### src/rtl/delta_dac_unit.sv
module delta_dac_unit #(
  parameter int CW = 6,
  parameter int BW = 8
) (
  input  logic          clk,
  input  logic          rst_n,
  input  logic          byte_valid,
  input  logic [BW-1:0] byte_data,
  input  logic          bit_tick,
  input  logic          load_we,
  input  logic [CW+1:0] load_data,
  output logic [CW:0]   dac_code,
  output logic          shift_empty
);
  localparam int NW = $clog2(BW + 1);
  localparam logic [CW-1:0] CMAX = '1;

  logic [BW-1:0] sreg, hold;
  logic          hold_full;
  logic [NW-1:0] left;
  logic [CW-1:0] level;
  logic          lsb;

  wire active = (left != '0);
  wire step   = bit_tick && active;
  wire refill = !active && hold_full;
  wire unused_top = load_data[CW+1];

  always_ff @(posedge clk) begin
    if (!rst_n) begin
      sreg      <= '0;
      hold      <= '0;
      hold_full <= 1'b0;
      left      <= '0;
      level     <= '0;
      lsb       <= 1'b0;
    end else begin
      if (byte_valid) hold <= byte_data;
      if (byte_valid) hold_full <= 1'b1;
      else if (refill) hold_full <= 1'b0;

      if (refill) begin
        sreg <= hold;
        left <= NW'(BW);
      end else if (step) begin
        sreg <= sreg >> 1;
        left <= left - 1'b1;
      end

      if (load_we) begin
        level <= load_data[CW:1];
        lsb   <= load_data[0];
      end else if (step) begin
        if (sreg[0] && level != CMAX) level <= level + 1'b1;
        else if (!sreg[0] && level != '0) level <= level - 1'b1;
      end
    end
  end

  assign dac_code    = {level, lsb};
  assign shift_empty = !active && !hold_full;

  a_r4_floor: assert property (@(posedge clk) disable iff (!rst_n)
    (!$past(load_we) && $past(level) == '0) |-> level != CMAX);
  a_r4_ceiling: assert property (@(posedge clk) disable iff (!rst_n)
    (!$past(load_we) && $past(level) == CMAX) |-> level != '0);
  a_r5_load: assert property (@(posedge clk) disable iff (!rst_n)
    $past(load_we) |-> dac_code == $past(load_data[CW:0]));
  a_r6_lsb_kept: assert property (@(posedge clk) disable iff (!rst_n)
    !$past(load_we) |-> $stable(dac_code[0]));
  a_r7_idle_hold: assert property (@(posedge clk) disable iff (!rst_n)
    (!$past(load_we) && !$past(active)) |-> $stable(level));
  a_r8_not_empty: assert property (@(posedge clk) disable iff (!rst_n)
    $past(byte_valid) |-> !shift_empty);
endmodule

### config.mk
export PLATFORM = sky130hd
export DESIGN_NAME = delta_dac_unit
export DESIGN_NICKNAME = d
export VERILOG_FILES = /design/src/rtl/delta_dac_unit.sv
export SDC_FILE = /design/constraint.sdc
export NUM_CORES = 1
export LEC_CHECK = 0
export BUFFER_PORTS_ARGS = -buffer_cell sky130_fd_sc_hd__buf_4
export CORE_MARGIN = 1
export CORE_UTILIZATION = 57
export DETAILED_ROUTE_END_ITERATION = 7
export GPL_TIMING_DRIVEN = 0
export HOLD_SLACK_MARGIN = 0.08
export PLACE_DENSITY = 0.83
export RECOVER_POWER = 50
export SETUP_SLACK_MARGIN = 0.2
export SKIP_CTS_REPAIR_TIMING = 1
export SLEW_MARGIN = 40
export SYNTH_ARGS = -nofsm -noshare
export SYNTH_HDL_FRONTEND = slang
export SYNTH_SLANG_ARGS = --single-unit
### constraint.sdc
create_clock -name clk -period 4.56 [get_ports clk]
set_clock_uncertainty 0.1 [all_clocks]
set_input_delay 0.684 -clock clk [delete_from_list [all_inputs] [get_ports clk]]
set_output_delay 0.684 -clock clk [all_outputs]
set_load 0.05 [all_outputs]
==> summary.txt <==
Finish
  – Most common cell after layout, fill and taps aside: dfxtp_1
  – Share of layout cells above drive strength 1: 0.135
  – # diodes: 0
  – Most frequent cells in the layout: dfxtp_1 (28), nand2_1 (21), buf_4 (19), nor2_1 (16), clkbuf_1 (13)
  – Synth-to-layout area growth: 17.8%
  – Nets: 214

Power and ir drop
  – NetSw: 0.392 mW
  – Static Leak: 0.707 nW
  – Clk network pwr share: 0.167
  – Pwr/cell area: 585 mW/mm^2
  – Logic pwr share: 0.477
  – Sequential fraction of design power: 0.356
  – Worst vdd ir: 0.421 mV
  – Int Pwr: 0.569 mW
  – Switching share of power: 0.408
  – Overall power: 0.961 mW

Placed design
  – Port Buffers: 26
  – GPL Wtd Cong: 0.903
  – HPWL after detailed placement: 2160 um

Yosys
  – Synth top area cells: dfxtp_1 (40%), mux2i_1 (7.9%), nand2_1 (5.7%)
  – Number of flops mapped to enable cells by yosys: 0
  – Yosys top cell by area: dfxtp_1
  – Post-Syn Area: 0.00140 mm^2
  – Register area share after synthesis: 0.402
  – Synth warn: 0
  – Post-Syn Instances: 155
  – Net Count, Synth: 183
  – Main flop type after synthesis: dfxtp_1
  – Async set-reset flop share out of synthesis: 0
  – Mapped Avg Cell Area: 9.00 um^2
  – Post-synth top area share: 0.402
  – Number of distinct library cells after synthesis: 33
  – FF+latch count, synth: 28

Clock network
  – TritonCTS clock tree: built
  – Root buffer cell: clkbuf_4
  – # clock sinks: 28
  – Clock latency on the worst-skew pair: 0.32 ns
  – Clk slew on worst S/H paths: 0.15 ns
  – Max H-tree Level: 1
  – CTS Buffer Depth: 2
  – TritonCTS Buffers: 3

Critical path
  – Worst Path Required: 4.70 ns
  – Crit path largest cell delay: 0.48 ns
  – Worst Path Arrival: 2.67 ns
  – CP Class: register to register
  – Cell Chain, Critical Path: and3_1 > nand4_1 > nand2_1 > ha_1 > a21o_1 > a31oi_1 > xnor2_1 > mux2_4 > o211a_1
  – Crit Path Max Fanout: 6
  – CP Capture Type: register
  – Critical Path Source Type: register
  – Slowest stage cell, crit path: dfxtp_1

STA
  – Setup violators final: 0
  – Worst-Margin Slew: 0.629 ns
  – Min Hold Slack: 0.388 ns
  – Max Freq: 394 MHz
  – Slew Viols, Final: 0
  – Rel. slew slack: 0.581
  – Final hold violations: 0
  – TNS Setup: 0 ns
  – Fin crit period: 2.54 ns
  – Period utilization: 0.556
  – Unrepaired setup endpoints after global routing: false

GRT
  – GRT overflow: 0
  – Largest net degree at the start of global routing: 17
  – Vias in the first global route: 1146
  – First-pass GRT wire length: 4840 um
  – Initial antenna violation count: 0
  – Total GRT Usage: 0.242

Die
  – Top Ports: 29
  – Die width: 51.5 um
  – Die Y: 51.5 um
  – Die area: 0.00265 mm^2
  – Core ar.: 0.00225 mm^2
  – Site Rows: 17
  – Initial Utilization: 0.619

Detailed routing
  – Post-route DRC: 0
  – Total number of vias: 1234
  – Vias per cell: 5.79
  – Wire length per cell: 14.0 um
  – Antenna Nets Post-Route: 0
  – DRT iter0 DRCs: 48
  – Final WL: 2980 um
  – First-pass iteration count of the detailed router: 4

Outcome
  – Status: complete, no violations

Job
  – Max Cap Viol: 0

Hold path
  – Hold Crit Class: register to register
-- worst max-delay path: cells and delay by family (launching register included) --
kind,cells,cell delay (ns)
AO/OA/AOI/OAI,3,0.61
flip-flops,1,0.48
adder cells (fa/ha/maj),1,0.32
XOR/XNOR,1,0.10
multiplexers,1,0.26
AND/OR/NAND/NOR,3,0.58
-- area by class of cell --
class | instances | area (um^2)
clock buffer | 3 | 22.5
inverter | 5 | 18.8
tap | 28 | 35.0
clock inverter | 1 | 30.0
buffer | 7 | 37.5
sequential | 28 | 561
timing repair buffer | 26 | 165
fill | 184 | 612
multi-input combinational | 115 | 773
-- cells by family (layout without fill, tap and decap cells) --
group | Yosys count | in the layout | synth area share
and+or+nand+nor | 58 | 58 | 0.196
AOI/OAI and AO/OA | 29 | 29 | 0.148
DFF | 28 | 28 | 0.402
muxes | 12 | 12 | 0.0897
buffers and inverters | 12 | 42 | 0.0404
xor gates and xnor gates | 9 | 9 | 0.0565
adders and majority gates | 7 | 7 | 0.0682
-- flip-flops by register name, indices dropped and copies added (netlist names) --
| register | flops |
|---|---|
| left | 4 |
| sreg | 8 |
| hold | 8 |
| level | 6 |
| lsb | 1 |
| hold_full | 1 |
-- stage by stage --
stage	utilization	instance area (um^2)	worst slack (ns)	instances
after floorplan	-	1400	1.90	155
after global placement	0.721	1630	2.18	209
after detailed placement	0.721	1630	2.08	209
after CTS	0.744	1680	2.05	213
after global routing	0.729	1640	1.89	213
final	0.729	1640	2.02	213
-- worst paths after layout --
path                            depth (start not counted)  slack, ns       end  startpoint
worst max-delay path                                    9       2.02  level[4]    level[0]
worst min-delay path                                    2       0.39   sreg[7]     sreg[7]
worst max register to register                          9       2.02  level[4]    level[0]
worst min register to register                          2       0.39   sreg[7]     sreg[7]
-- power by group through the flow --
stage	logic [mW]	clock network, mW	registers, mW
after global placement	0.450	0	0.343
after CTS	0.477	0.165	0.341
after floorplan	0.338	0	0.368
after global routing	0.499	0.174	0.349
after detailed placement	0.470	0	0.346
final	0.458	0.161	0.342
-- metal layers --
metal  vias to the layer above  GRT usage  share of wire
li1                        609          -              -
met1                       564      0.315           0.43
met2                        59      0.416           0.49
met3                         2     0.0268          0.077
met4                         0     0.0766         0.0054
met5                         -          0              0
-- Yosys cell counts (3+ instances only) --
cell type	instances
inv_1	4
xor2_1	3
xnor2_1	6
nand2_1	21
clkbuf_1	5
ha_1	6
nand3_1	4
mux2i_1	11
nor2b_1	7
a311oi_1	7
dfxtp_1	28
a21oi_1	8
nor2_1	16
a211oi_1	3
a21o_1	3
o21ai_0	3
(Power assumes the default switching activity.)
